===== config.mk =====
export PLATFORM = sky130hd
export DESIGN_NAME = gray_flip_seq
export DESIGN_NICKNAME = d
export VERILOG_FILES = /design/src/rtl/gray_flip_pkg.sv /design/src/rtl/gray_flip_ctrl.sv /design/src/rtl/gray_flip_dp.sv /design/src/rtl/gray_flip_seq.sv
export SDC_FILE = /design/constraint.sdc
export NUM_CORES = 1
export LEC_CHECK = 0
export ABC_AREA = 1
export BUFFER_PORTS_ARGS = -buffer_cell sky130_fd_sc_hd__clkbuf_2
export CORE_MARGIN = 3
export CORE_UTILIZATION = 53
export CTS_BUF_LIST = sky130_fd_sc_hd__clkbuf_4 sky130_fd_sc_hd__clkbuf_8 sky130_fd_sc_hd__clkbuf_16
export CTS_CLUSTER_DIAMETER = 60
export CTS_CLUSTER_SIZE = 10
export DETAILED_ROUTE_END_ITERATION = 8
export GPL_TIMING_DRIVEN = 1
export PLACE_DENSITY_LB_ADDON = 0.2
export SYNTH_ARGS = -nofsm -noshare
export SYNTH_HDL_FRONTEND = slang
export SYNTH_SLANG_ARGS = --single-unit

===== constraint.sdc =====
create_clock -name clk -period 7.15 [get_ports clk]
set_clock_uncertainty 0.15 [all_clocks]
set_input_delay 1.43 -clock clk [delete_from_list [all_inputs] [get_ports clk]]
set_output_delay 1.43 -clock clk [all_outputs]
set_load 0.005 [all_outputs]

===== src/rtl/gray_flip_pkg.sv =====
package gray_flip_pkg;
  typedef struct packed {
    logic load;     // capture settings and set the counter to 1
    logic advance;  // step the counter
    logic finish;   // last step of the run is being presented
  } ctrlStrobe_t;
endpackage


===== src/rtl/gray_flip_ctrl.sv =====
module gray_flip_ctrl
  import gray_flip_pkg::*;
(
  input  logic        clk,
  input  logic        rstN,
  input  logic        startPulse,
  input  logic        cfgOk,
  input  logic        lastStep,
  output ctrlStrobe_t strb,
  output logic        running
);
  typedef enum logic {S_IDLE, S_RUN} state_t;
  state_t state;

  always_comb begin
    strb.load    = (state == S_IDLE) && startPulse && cfgOk;
    strb.advance = (state == S_RUN) && !lastStep;
    strb.finish  = (state == S_RUN) && lastStep;
  end

  assign running = (state == S_RUN);

  always_ff @(posedge clk) begin
    if (!rstN) begin
      state <= S_IDLE;
    end else if (strb.load) begin
      state <= S_RUN;
    end else if (strb.finish) begin
      state <= S_IDLE;
    end
  end

  // after the last step the run stops
  p_idle_after_last_r5: assert property (@(posedge clk) disable iff (!rstN)
    strb.finish |=> !running);
  // a load never happens while a run is active
  p_no_reload_busy_r6: assert property (@(posedge clk) disable iff (!rstN)
    (running && startPulse) |=> (running || $past(strb.finish)));
  // an accepted start yields a valid step on the next cycle
  p_start_runs_r2: assert property (@(posedge clk) disable iff (!rstN)
    strb.load |=> running);
endmodule


===== src/rtl/gray_flip_dp.sv =====
module gray_flip_dp
  import gray_flip_pkg::*;
#(
  parameter int MAX_WIDTH = 8,
  parameter int WW = $clog2(MAX_WIDTH + 1),
  parameter int DW = $clog2(MAX_WIDTH),
  parameter int SW = MAX_WIDTH
) (
  input  logic          clk,
  input  logic          rstN,
  input  ctrlStrobe_t   strb,
  input  logic          active,
  input  logic [WW-1:0] widthIn,
  input  logic [DW-1:0] offsetIn,
  output logic          cfgOk,
  output logic          lastStep,
  output logic [SW-1:0] stepCnt,
  output logic [DW-1:0] dimOut
);
  localparam int EW = DW + 1;

  logic [WW-1:0] wReg;
  logic [DW-1:0] oReg;
  logic [SW:0]   lastVal;
  logic [DW-1:0] ctzVal;
  logic [EW-1:0] sumVal;
  logic [EW-1:0] wExt;

  assign cfgOk = (widthIn != '0) && (widthIn <= WW'(MAX_WIDTH)) &&
                 (EW'(offsetIn) < EW'(widthIn));

  always_ff @(posedge clk) begin
    if (!rstN) begin
      wReg    <= '0;
      oReg    <= '0;
      stepCnt <= '0;
    end else if (strb.load) begin
      wReg    <= widthIn;
      oReg    <= offsetIn;
      stepCnt <= SW'(1);
    end else if (strb.advance) begin
      stepCnt <= stepCnt + SW'(1);
    end
  end

  assign lastVal  = ((SW+1)'(1) << wReg) - (SW+1)'(1);
  assign lastStep = (stepCnt == lastVal[SW-1:0]);

  // trailing-zero count, lowest set bit wins
  always_comb begin
    ctzVal = '0;
    for (int i = SW - 1; i >= 0; i--) begin
      if (stepCnt[i]) ctzVal = DW'(i);
    end
  end

  // both operands are below the width, so one conditional subtract suffices
  assign wExt   = EW'(wReg);
  assign sumVal = EW'(ctzVal) + EW'(oReg);
  always_comb begin
    if (sumVal >= wExt) dimOut = DW'(sumVal - wExt);
    else                dimOut = DW'(sumVal);
  end

  // the emitted position is always below the width
  p_dim_below_width_r4: assert property (@(posedge clk) disable iff (!rstN)
    active |-> (EW'(dimOut) < wExt));
  // first step index is one
  p_first_index_r2: assert property (@(posedge clk) disable iff (!rstN)
    strb.load |=> (stepCnt == SW'(1)));
  // the index rises by one per step
  p_index_step_r2: assert property (@(posedge clk) disable iff (!rstN)
    strb.advance |=> (stepCnt == $past(stepCnt) + SW'(1)));
  // settings hold during a run
  p_cfg_hold_r6: assert property (@(posedge clk) disable iff (!rstN)
    active |=> ($stable(wReg) && $stable(oReg)));
endmodule


===== src/rtl/gray_flip_seq.sv =====
module gray_flip_seq
  import gray_flip_pkg::*;
#(
  parameter int MAX_WIDTH = 8,
  localparam int WW = $clog2(MAX_WIDTH + 1),
  localparam int DW = $clog2(MAX_WIDTH),
  localparam int SW = MAX_WIDTH
) (
  input  logic          clk,
  input  logic          rstN,
  input  logic          startPulse,
  input  logic [WW-1:0] widthIn,
  input  logic [DW-1:0] offsetIn,
  output logic          stepValid,
  output logic [SW-1:0] stepIndex,
  output logic [DW-1:0] dimOut,
  output logic          runDone
);
  ctrlStrobe_t strb;
  logic cfgOk;
  logic lastStep;
  logic running;

  gray_flip_ctrl i_ctrl (
    .clk(clk), .rstN(rstN), .startPulse(startPulse), .cfgOk(cfgOk),
    .lastStep(lastStep), .strb(strb), .running(running)
  );

  gray_flip_dp #(.MAX_WIDTH(MAX_WIDTH), .WW(WW), .DW(DW), .SW(SW)) i_dp (
    .clk(clk), .rstN(rstN), .strb(strb), .active(running),
    .widthIn(widthIn), .offsetIn(offsetIn), .cfgOk(cfgOk),
    .lastStep(lastStep), .stepCnt(stepIndex), .dimOut(dimOut)
  );

  assign stepValid = running;
  assign runDone   = running && lastStep;

  // done only together with a valid step
  p_done_with_step_r5: assert property (@(posedge clk) disable iff (!rstN)
    runDone |-> stepValid);
endmodule


# Word-level counts from Yosys, hierarchy flattened
# Index checks and enable logic that the tools add are counted.
# word_totals
out_inout_bits	13
reg_bits	16
inputBits	10
n_memories	0
romBits	0
ram_bits	0
latch_bits	0
word_cells	40
# classes
reduce_logical	11
shifts	1
div	0
n_mul	0
mux	13
n_lt_le_gt_ge	3
bitwise	2
eq_ne	1
addsub	4
# ops
op	count
$mux 3	9
$add 8x1->8 const B	1
$eq 8x8->1	1
$shl 1x4->8 const A	1
$sub 8x2->8 const B	1
$logic_and 1x1->1	6
$add 3x3->4	1
$ge 4x4->1	1
$le 4x4->1 const B	1
$lt 3x4->1	1
$mux 1	4
$reduce_bool 2->1	2
$reduce_bool 4->1	1
$sub 3x3->3	1
$not 1->1	2
$reduce_or 2->1	1
$logic_not 1->1	1

# Logic depth before layout (Yosys ltp)
# Gate-level depths: netlist of run 1.
# logic_depth
word_depth	11
ltp_mapped	16
ltp_nobuf	16

# Modules after synthesis
# From an unflattened synthesis of run 1, not the netlist that was laid out.
# unflattened
cells_unflattened	201
area_unflattened_um2	1303.8
# by_module_without_submodules
module	cells_each	area_each_um2	instances	seq_area_each_um2
gray_flip_dp	188	1227.4	1	300.3
gray_flip_ctrl	11	68.8	1	20.0
gray_flip_seq	2	7.5	1	0.0

# Worst setup path after synthesis of run 1
# No wires, ideal clock.
# synth_timing
path_type	register to output
from	reg i_dp.stepCnt[3]
to	out dimOut[1]
required_time_ns	5.570
path_slack_ns	3.089
t_arrival_ns	2.481
stages_incl_launch_ff	12
n_path_buf	1
cell_sequence	dfxtp_1 -> clkbuf_1 -> inv_1 -> o21ai_0 -> nand2_1 -> a21oi_1 -> ha_1 -> fa_1 -> fa_1 -> nand3_1 -> nand3_1 -> mux2_2
# synth_via
elab_chain_len	7
word_cells_on_any_way	8
cone_classes	add/sub (2); order compare (1); mux (5)
# synth_rtl
element	line_no	text
start: declaration	gray_flip_dp.sv:17	output logic [SW-1:0] stepCnt,
start signal: assignment	gray_flip_dp.sv:42	stepCnt <= stepCnt + SW'(1);
$mux 3 * (4 in a row)	gray_flip_dp.sv:53	if (stepCnt[i]) ctzVal = DW'(i);
$add 3x3->4 *	gray_flip_dp.sv:59	assign sumVal = EW'(ctzVal) + EW'(oReg);
$ge 4x4->1 or $sub 3x3->3 (tied branches)	gray_flip_dp.sv:61	if (sumVal >= wExt) dimOut = DW'(sumVal - wExt);
$mux 3 *	gray_flip_dp.sv:61	
end: declaration	gray_flip_seq.sv:16	output logic [DW-1:0] dimOut,
# Mark *: on every way between the ends. The rest lies on a longest branch, timed or not.

# Worst setup path after layout of run 1
# layout_timing
from	reg i_dp.stepCnt[6]
to	out dimOut[1]
# layout_via
elab_chain_len	10
word_cells_on_any_way	11
cone_classes	add/sub (2); order compare (1); mux (8)
# layout_rtl
element	line_no
$mux 3 * (7 in a row)	gray_flip_dp.sv:53
$add 3x3->4 *	gray_flip_dp.sv:59
$ge 4x4->1 or $sub 3x3->3 (tied branches)	gray_flip_dp.sv:61
$mux 3 *	gray_flip_dp.sv:61
# Marked as above.

==> results.tsv, run 1 <==
stage	metric	value	unit
logic_synthesis	count leader, synth	nand2_1	
sta	fin crit share	0.651	
setup_path	Crit. End Element	output port	
floorplanning	initial core utilization	0.583	
setup_path	largest delay contributor family on the critical path	adder cells	
layout	layout cell share with drive strength beyond 1	0.142	
logic_synthesis	synth cell count leaders	53 x nand2_1, 26 x inv_1, 25 x nand3_1, 20 x nor2_1, 19 x a21oi_1	
place	Placer Congestion	0.967	
place	dpl ws	2.85	ns
floorplanning	Core Region	2320	sq um
detailed_routing	Detailed Route WL	3250	um
status	outcome	completed	
sta	final hold slack	0.355	ns
place	dpl hpwl	2520	um
floorplanning	die width	56.5	um
setup_path	critical path fanouts, max	5	
global_route	vias in the first global route	1267	
layout	Final #Nets	256	
logic_synthesis	Seq cells post-synth	16	
sta	PnR worst setup slack	2.50	ns
sta	Worst-Margin Slew	0.467	ns
global_route	first-pass GRT wire length	5490	um
setup_path	Worst EP arrival	3.07	ns
setup_path	Worst Path Required	5.57	ns
detailed_routing	Initial DRC Count	83	
clock_tree	Setup Fix Bufs, Post-CTS	0	
logic_synthesis	asr flop ratio synth	0	
logic_synthesis	largest family of logic cells by synthesized area	simple AND/OR/NAND/NOR gates	
setup_path	CP max stage cell	fa_1	
logic_synthesis	Post-Synth Simple-Gate Area	0.356	
global_route	grt ovf	0	
detailed_routing	vias per cell	5.52	
logic_synthesis	syn_nets	234	
floorplanning	die area	3190	sq um
detailed_routing	DR vias	1435	
logic_synthesis	Syn Area/Cell	6.40	sq um
min_path	Hold Path Depth	2	
power	LEAKAGE	0.744	nW
global_route	initial antenna violation count	0	
sta	# setup viols final	0	
clock_tree	clock insertion delay at the later pin of the skew report	0.29	ns
clock_tree	post_cts resized	0	
power	maximum vdd drop	0.102	mV
logic_synthesis	Compound-Gate Fraction of Synth Area	0.124	
clock_tree	Worst-path clk slew	0.09	ns
job	Max-Cap Viols	0	
setup_path	CP peak stage delay	0.49	ns
floorplanning	die height	56.5	um
clock_tree	CTS max path bufs	2	
logic_synthesis	synthesized area	1350	sq um
sta	max_slew headroom	0.688	
logic_synthesis	Seq/Total Area, Yosys	0.237	
min_path	hold path endpoint	i_dp.oReg[2]	
sta	fin. max-slew vios	0	
layout	fin util	0.648	
detailed_routing	post-route ant nets	0	
setup_path	worst reg2reg path startpoint	i_dp.wExt[0]	
layout	Layout area overhead	11.1	%
sta	unrepaired setup endpoints after global routing	false	
min_path	min-delay src	i_dp.oReg[2]	
logic_synthesis	Syn Inst Count	211	
setup_path	crit path from	i_dp.stepCnt[6]	
sta	post-layout min period	4.65	ns
setup_path	R2R depth	14	
layout	antenna cells	0	
logic_synthesis	main area contributors after synthesis	dfxtp_1 24%, nand2_1 15%, ha_1 10%	
clock_tree	TritonCTS clock tree	yes	
logic_synthesis	leading area contributor after synthesis	dfxtp_1	
clock_tree	Root Driver	clkbuf_4	
setup_path	reg2reg end	i_dp.stepCnt[2]	
detailed_routing	routed len/inst	12.5	um
setup_path	WP buf/inv	2	
logic_synthesis	Post-Synth XOR/XNOR Area	0.0454	
setup_path	WS Path Type	flip-flop to output port	
power	cell area power density	169	nW/um^2
detailed_routing	DRC viols	0	
setup_path	worst-path cell chain	inv_1, a21oi_1, o21ai_0, nand2_1, a21oi_1, ha_1, fa_1, fa_1, nand3_1, nand3_1, mux2_2, clkbuf_2	
global_route	pin count of the biggest net entering global routing	14	
min_path	Min-Delay Path Class	flip-flop to flip-flop	
clock_tree	hold_buf cts	0	
logic_synthesis	mux cell area share after synthesis	0.00833	
floorplanning	standard-cell rows	17	
layout	Post-Layout Cell Count	260	
sta	fmax	215	MHz
floorplanning	num ports	23	
clock_tree	CTS Sinks	16	
global_route	GRT Util Overall	0.210	
logic_synthesis	Synth Area in Adders	0.131	
clock_tree	CTS H-tree lvls	1	
place	placed insts	256	
setup_path	Startpoint Class	flip-flop	
detailed_routing	drt pass-1 iters	6	
setup_path	R2R setup slack	4.51	ns
sta	total negative slack	0	ns
place	Buffers on Ports	22	
clock_tree	TritonCTS Buffers	3	
logic_synthesis	number of enable flip-flop cells after synthesis	0	
logic_synthesis	yosys warns	0	
sta	Hold Vio Cnt, Final	0	
logic_synthesis	Synth top area share	0.237	
logic_synthesis	Synth cell types	27	
logic_synthesis	ys flop type	dfxtp_1	
-- power breakdown --
| group | switching, mW | internal (mW) | total [mW] |
|---|---|---|---|
| logic | 0.0545 | 0.0366 | 0.0911 |
| registers | 0.00905 | 0.0939 | 0.103 |
| clock network | 0.0285 | 0.0310 | 0.0596 |
-- cell families after synthesis --
| family | count (synthesis) |
|---|---|
| adder cells (fa/ha/maj) | 13 |
| XOR/XNOR | 7 |
| AO/OA/AOI/OAI | 32 |
| buffers and inverters | 32 |
| AND/OR/NAND/NOR | 110 |
| flip-flops | 16 |
| multiplexers | 1 |
-- through the flow --
step                instance area [sq um]  total power [mW]
finish                               1500             0.254
global route                         1500             0.273
CTS                                  1500             0.255
detailed placement                   1470             0.195
global placement                     1470             0.191
floorplan                            1350             0.170
-- per-layer routing --
layer  up-vias  wire length, um  global-route usage  share of wire
met1       636             1540               0.282           0.47
met3        12              188              0.0414          0.058
met2        54             1440               0.322           0.44
met5         -                0                   0              0
li1        733                -                   -              -
met4         0               89              0.0915          0.027
-- flip-flops by register name, summed over array words and instances, names as in the netlist --
register / count
i_dp.oReg: 3
i_dp.stepCnt: 8
i_dp.wExt: 4
i_ctrl.running: 1
-- cell type report --
| cell class | instances | area, sq um |
|---|---|---|
| Timing Repair Buffer | 22 | 110 |
| Tap cell | 28 | 35.0 |
| Inverter | 27 | 101 |
| Multi-Input combinational cell | 163 | 898 |
| Fill cell | 227 | 817 |
| Sequential cell | 16 | 320 |
| Clock buffer | 4 | 36.3 |
-- cells in the final DEF (no fill, tap or decap), drive strengths merged --
master	instances
clkbuf	26
inv	27
dfxtp	16
o21a	1
xor2	6
mux2	1
xnor2	1
fa	2
nor3	3
nor2	23
nand2	53
nand3b	1
nor4	1
a31oi	1
a21oi	20
nand4	3
o21ai	10
nand3	26
ha	11
-- worst reg2reg max path, cell delays in order, from the launching register on --
cell and delay, ns:
dfxtp_1 0.40, nor2_1 0.29, nand2_1 0.13, ha_1 0.28, inv_1 0.10, nand2_1 0.05, nand2_1 0.10, nor2_1 0.05
nor2_1 0.08, nand2_1 0.06, nor2_1 0.10, nand3_2 0.26, nand2_1 0.32, nand2_1 0.08, a21oi_1 0.12
-- how the worst max path moves through the flow --
stage / end / slack [ns] / cells after the start
CTS: dimOut[1] / 2.52 / 12
detailed placement: dimOut[1] / 2.85 / 12
floorplan: dimOut[1] / 3.09 / 11
finish: dimOut[1] / 2.50 / 12
global route: dimOut[1] / 2.26 / 12
global placement: dimOut[1] / 2.98 / 12
Power figures use the tool's default switching activity.
==> run 2: changes to the inputs <==
Settings changed: CORE_UTILIZATION 53 to 50.
Clock period 7.15 ns to 4.1 ns, I/O delays scaled along.
==> run 2 against run 1 <==
Effect of this change:
- highest routed layer unchanged
- combinational power is 73% higher
- critical path depth stayed put
- non-clock buffer count is 1 higher
- via count is 3.4% lower
- worst hold slack worse by 0.0017 ns
- cell area is 0.42% higher
- register-to-register slack worse by 3.0 ns
- flip-flop and latch count stayed put
- largest cell class unchanged
- die area is 5.3% higher
- total power is 64% higher
- count of clock-buffer cells in the layout is 1 lower
==> results.tsv, run 2 (same netlist as run 1, synthesis figures left out) <==
stage	metric	value	unit	change
status	outcome	completed		
global_route	first-pass GRT wire length	5320	um	-3.0%
layout	Layout area overhead	11.6	%	
setup_path	Worst Path Required	3.13	ns	-2.44 ns
power	combinational power share	0.380		+0.021
layout	Register Area	323	sq um	+0.78%
place	dpl ws	0.418	ns	-2.43 ns
setup_path	worst-path cell chain	inv_2, a21oi_1, o21ai_0, nand2_1, a21oi_1, ha_2, fa_1, fa_1, nand3_1, nand3_2, mux2_2, clkbuf_2		
layout	Fill cells	264		+16%
layout	register with the most flip-flops	i_dp.stepCnt		
layout	max FFs per register	8		unchanged
sta	fin crit share	0.954		
place	dpl hpwl	2380	um	-5.7%
layout	footprint of the multi-input gates	906	sq um	+0.84%
layout	antenna cells	0		unchanged
clock_tree	CTS H-tree lvls	1		unchanged
power	Psw	0.153	mW	+66%
sta	fin. max-slew vios	0		unchanged
global_route	pin count of the biggest net entering global routing	14		unchanged
detailed_routing	Detailed Route WL	3030	um	-6.9%
layout	fin util	0.598		-0.0499
floorplanning	standard-cell rows	18		+1
layout	commonest non-fill, non-tap cell in the layout	nand2_1		
power	post-layout power	0.415	mW	+64%
sta	fmax	256	MHz	
detailed_routing	DR vias	1386		-3.4%
layout	post-route design area	1510	sq um	+0.42%
sta	final hold slack	0.353	ns	-0.00168 ns
floorplanning	die width	58.0	um	+2.6%
global_route	initial antenna violation count	0		unchanged
floorplanning	die height	58.0	um	+2.6%
setup_path	CP peak stage delay	0.46	ns	-0.03 ns
floorplanning	num ports	23		unchanged
sta	# setup viols final	0		unchanged
power	Pint	0.262	mW	+62%
setup_path	Startpoint Class	flip-flop		
sta	Hold Vio Cnt, Final	0		unchanged
setup_path	critical path fanouts, max	5		unchanged
clock_tree	Root Driver	clkbuf_4		
clock_tree	hold_buf cts	0		unchanged
layout	most frequent cells in the layout	53 x nand2_1, 25 x inv_1, 24 x nand3_1, 22 x clkbuf_2, 20 x nor2_1		
clock_tree	Worst-path clk slew	0.09	ns	about the same
setup_path	Worst EP arrival	2.94	ns	-0.13 ns
global_route	grt ovf	0		unchanged
detailed_routing	DRC viols	0		unchanged
clock_tree	CTS Sinks	16		unchanged
setup_path	Crit. End Element	output port		
sta	PnR worst setup slack	0.187	ns	-2.31 ns
setup_path	CP max stage cell	fa_1		
clock_tree	Setup Fix Bufs, Post-CTS	0		unchanged
power	sw frac	0.368		+0.00515
floorplanning	die area	3360	sq um	+5.3%
detailed_routing	vias per cell	5.29		-4.2%
detailed_routing	post-route ant nets	0		unchanged
power	part of the power in registers	0.429		+0.023
place	Placer Congestion	0.910		-5.9%
global_route	vias in the first global route	1221		-3.6%
power	maximum vdd drop	0.188	mV	+86%
sta	max_slew headroom	0.692		+0.00354
detailed_routing	drt pass-1 iters	5		-1
clock_tree	CTS max path bufs	2		unchanged
global_route	GRT Util Overall	0.197		-0.0129
power	LEAKAGE	0.743	nW	-0.19%
sta	post-layout min period	3.91	ns	
setup_path	WP buf/inv	2		unchanged
floorplanning	initial core utilization	0.536		-0.0471
power	cell area power density	275	nW/um^2	+63%
clock_tree	TritonCTS clock tree	yes		
floorplanning	Core Region	2520	sq um	+8.8%
power	Clock Power Share	0.191		-0.044
layout	layout cell share with drive strength beyond 1	0.164		+0.0216
place	Buffers on Ports	22		unchanged
sta	Worst-Margin Slew	0.461	ns	-0.00530 ns
place	Area after DPL	1480	sq um	+0.68%
setup_path	WS Path Type	flip-flop to output port		
clock_tree	TritonCTS Buffers	3		unchanged
job	Max-Cap Viols	0		unchanged
min_path	Min-Delay Path Class	flip-flop to flip-flop		
layout	Final #Nets	257		+0.39%
clock_tree	clock insertion delay at the later pin of the skew report	0.28	ns	about the same
detailed_routing	Initial DRC Count	42		-49%
setup_path	largest delay contributor family on the critical path	adder cells		
detailed_routing	routed len/inst	11.6	um	-7.6%
[run 2: cell count changes in the layout (fill, tap and decap cells not counted)]
cell | before | now
nand3_2 | 1 | 2
inv_1 | 26 | 25
nand3_1 | 25 | 24
ha_1 | 11 | 10
dfxtp_1 | 16 | 14
ha_2 | 0 | 1
buf_4 | 0 | 1
clkbuf_8 | 1 | 0
dfxtp_2 | 0 | 2
inv_2 | 1 | 2
[run 2: final timing paths]
check        depth (start not counted)            start  slack, ns         endpoint
max reg2reg                         13     i_dp.wExt[0]       1.51  i_dp.stepCnt[3]
min                                  2     i_dp.oReg[2]       0.35     i_dp.oReg[2]
min reg2reg                          2     i_dp.oReg[2]       0.35     i_dp.oReg[2]
max                                 12  i_dp.stepCnt[6]       0.19        dimOut[1]
[run 2: power groups by stage]
stage | Sequential (mW) | Combinational [mW] | Clock (mW)
after floorplan | 0.176 | 0.119 | 0
after global placement | 0.182 | 0.154 | 0
after detailed placement | 0.182 | 0.155 | 0
after CTS | 0.178 | 0.156 | 0.0843
after global routing | 0.180 | 0.181 | 0.0951
final | 0.178 | 0.158 | 0.0792
[run 2: stage by stage]
stage / TNS, ns / std cells
after floorplan: 0 / 211
after global placement: 0 / 259
after detailed placement: 0 / 259
after CTS: 0 / 262
after global routing: -0.00930 / 262
final: 0 / 262
[run 2: timing repair]
item	CTS	global route
gates resized for setup	0	5
endpoints found under the hold margin	0	0
endpoints found under the setup margin	0	3
[run 2: area by class of cell]
type | instances | area share
well taps | 30 | 0.0249
repair buffers | 23 | 0.0780
flip-flops and latches | 16 | 0.214
multi-input cells | 163 | 0.601
inverters | 27 | 0.0672
clock buffers | 3 | 0.0149
[run 2: worst register-to-register path, cell delays in order (launching register included)]
cell     delay (ns)
dfxtp_1        0.38
nor2_1         0.27
nand2_1        0.12
ha_1           0.33
inv_1          0.04
nand2_1        0.05
nand2_1        0.05
nor2_1         0.10
nand3_1        0.09
nor2_1         0.14
nand3_2        0.25
nand2_1        0.31
nand2_1        0.10
a21oi_1        0.13
[run 2: per-layer routing]
layer,GRT usage,wire [um]
met5,0,0
met2,0.302,1370
met1,0.283,1520
met4,0.0629,8
met3,0.0290,132
==> run 3: changes to the inputs <==
Settings changed: CORE_MARGIN 3 to not set.
==> run 3 against run 2 <==
Effect of this change:
- cell area up 0.83%
- global-route usage is 3.5 points higher
- register-to-register slack is essentially flat
- cell count increased by 0.38%
- critical path depth is the same
- combinational power about the same
- sequential power about the same
- largest cell class unchanged
- clock power grew 33%
- non-clock buffer count stayed put
- count of clock-buffer cells in the layout up 1
- worst hold slack worse by 0.014 ns
- flip-flop and latch count is the same
==> results.tsv, run 3 (same netlist as run 1, synthesis figures left out) <==
stage	metric	value	unit	change
setup_path	Worst EP arrival	2.92	ns	-0.02 ns
floorplanning	Core Region	2520	sq um	unchanged
sta	post-layout min period	3.89	ns	-0.0181 ns
detailed_routing	post-route ant nets	0		unchanged
layout	layout cell share with drive strength beyond 1	0.167		+0.00359
floorplanning	num ports	23		unchanged
setup_path	Crit. End Element	output port		
layout	Post-Layout Cell Count	263		+0.38%
status	outcome	completed		
sta	Worst-Margin Slew	0.475	ns	+0.0134 ns
power	maximum vdd drop	0.239	mV	+27%
sta	final hold slack	0.339	ns	-0.0138 ns
sta	Hold Vio Cnt, Final	0		unchanged
detailed_routing	vias per cell	5.35		+1.1%
layout	fin util	0.603		+0.00496
clock_tree	Setup Fix Bufs, Post-CTS	0		unchanged
clock_tree	TritonCTS Buffers	3		unchanged
global_route	grt ovf	0		unchanged
clock_tree	hold_buf cts	0		unchanged
place	dpl hpwl	2350	um	-1.1%
setup_path	WS Path Type	flip-flop to output port		
floorplanning	initial core utilization	0.536		unchanged
layout	antenna cells	0		unchanged
detailed_routing	Initial DRC Count	44		+4.8%
clock_tree	TritonCTS clock tree	yes		
clock_tree	CTS max path bufs	2		unchanged
setup_path	worst reg2reg path startpoint	i_dp.wExt[0]		
clock_tree	Worst-path clk slew	0.10	ns	about the same
sta	fin crit share	0.950		-0.00443
global_route	vias in the first global route	1202		-1.6%
clock_tree	Root Driver	clkbuf_4		
setup_path	Worst Path Required	3.13	ns	about the same
sta	fmax	257	MHz	+0.47%
global_route	initial antenna violation count	0		unchanged
sta	total negative slack	0	ns	unchanged
sta	fin. max-slew vios	0		unchanged
detailed_routing	routed len/inst	11.6	um	+0.11%
job	Max-Cap Viols	0		unchanged
place	Buffers on Ports	22		unchanged
detailed_routing	DRC viols	0		unchanged
detailed_routing	drt pass-1 iters	4		-1
sta	unrepaired setup endpoints after global routing	false		
setup_path	CP peak stage delay	0.48	ns	+0.02 ns
min_path	Min-Delay Path Class	flip-flop to flip-flop		
setup_path	largest delay contributor family on the critical path	adder cells		
power	LEAKAGE	0.753	nW	+1.4%
min_path	min-delay src	i_dp.stepCnt[6]		
clock_tree	clock insertion delay at the later pin of the skew report	0.29	ns	about the same
layout	register with the most flip-flops	i_dp.stepCnt		
global_route	first-pass GRT wire length	5030	um	-5.4%
place	placed insts	259		unchanged
clock_tree	CTS Sinks	16		unchanged
layout	Final #Nets	257		unchanged
place	Area after DPL	1480	sq um	unchanged
floorplanning	die area	2910	sq um	-13%
setup_path	Startpoint Class	flip-flop		
floorplanning	standard-cell rows	18		unchanged
layout	Layout area overhead	12.5	%	
sta	max_slew headroom	0.683		-0.00892
place	Placer Congestion	0.900		-1.1%
detailed_routing	Detailed Route WL	3040	um	+0.50%
layout	most frequent cells in the layout	53 x nand2_1, 25 x inv_1, 24 x nand3_1, 22 x clkbuf_2, 20 x nor2_1		
global_route	GRT Util Overall	0.232		+0.0354
layout	commonest non-fill, non-tap cell in the layout	nand2_1		
setup_path	worst-path cell chain	inv_2, a21oi_1, o21ai_0, nand2_1, a21oi_1, ha_1, fa_1, fa_1, nand3_1, nand3_2, mux2_2, clkbuf_2		
clock_tree	post_cts resized	0		unchanged
layout	max FFs per register	8		unchanged
layout	Fill cells	269		+1.9%
detailed_routing	DR vias	1406		+1.4%
power	cell area power density	291	nW/um^2	+5.5%
power	post-layout power	0.442	mW	+6.4%
floorplanning	die width	54.0	um	-6.9%
setup_path	crit path from	i_dp.stepCnt[6]		
place	dpl ws	0.465	ns	+0.0475 ns
global_route	pin count of the biggest net entering global routing	14		unchanged
layout	post-route design area	1520	sq um	+0.83%
clock_tree	CTS H-tree lvls	1		unchanged
setup_path	CP max stage cell	fa_1		
floorplanning	die height	54.0	um	-6.9%
sta	# setup viols final	0		unchanged
setup_path	critical path fanouts, max	5		unchanged
setup_path	WP buf/inv	2		unchanged
sta	PnR worst setup slack	0.206	ns	+0.0181 ns
-- run 3: worst reg2reg max path, cell delays in order (launching register included) --
cell,delay (ns)
dfxtp_1,0.39
nor2_1,0.27
nand2_1,0.12
ha_1,0.32
inv_1,0.05
nand2_1,0.05
nand2_1,0.05
nor2_1,0.09
nand3_1,0.11
nor2_1,0.14
nand3_2,0.24
nand2_1,0.31
nand2_1,0.10
a21oi_1,0.12
-- run 3: final timing paths --
kind / endpoint / slack (ns) / cells after the start
worst max register to register: i_dp.stepCnt[3] / 1.52 / 13
worst min-delay path: i_dp.stepCnt[6] / 0.34 / 2
worst max-delay path: dimOut[1] / 0.21 / 12
worst min register to register: i_dp.stepCnt[6] / 0.34 / 2
-- run 3: final cells by class --
class / instances / area (sq um) / share of cell area
Inverter: 27 / 101 / 0.0667
Multi-Input combinational cell: 163 / 903 / 0.594
Clock buffer: 4 / 36.3 / 0.0239
Timing Repair Buffer: 23 / 118 / 0.0774
Sequential cell: 16 / 324 / 0.213
Tap cell: 30 / 37.5 / 0.0247
-- run 3: metal layers --
layer,vias up,part of all wire,track usage
li1,738,-,-
met1,624,0.50,0.329
met2,40,0.44,0.366
met3,4,0.054,0.0198
met4,0,0.0085,0.0769
met5,-,0,0
-- run 3: report_power, final --
group | switching (mW) | total [mW] | internal (mW)
registers | 0.0147 | 0.178 | 0.164
clock network | 0.0514 | 0.105 | 0.0541
logic | 0.0935 | 0.158 | 0.0644
total | 0.160 | 0.442 | 0.282
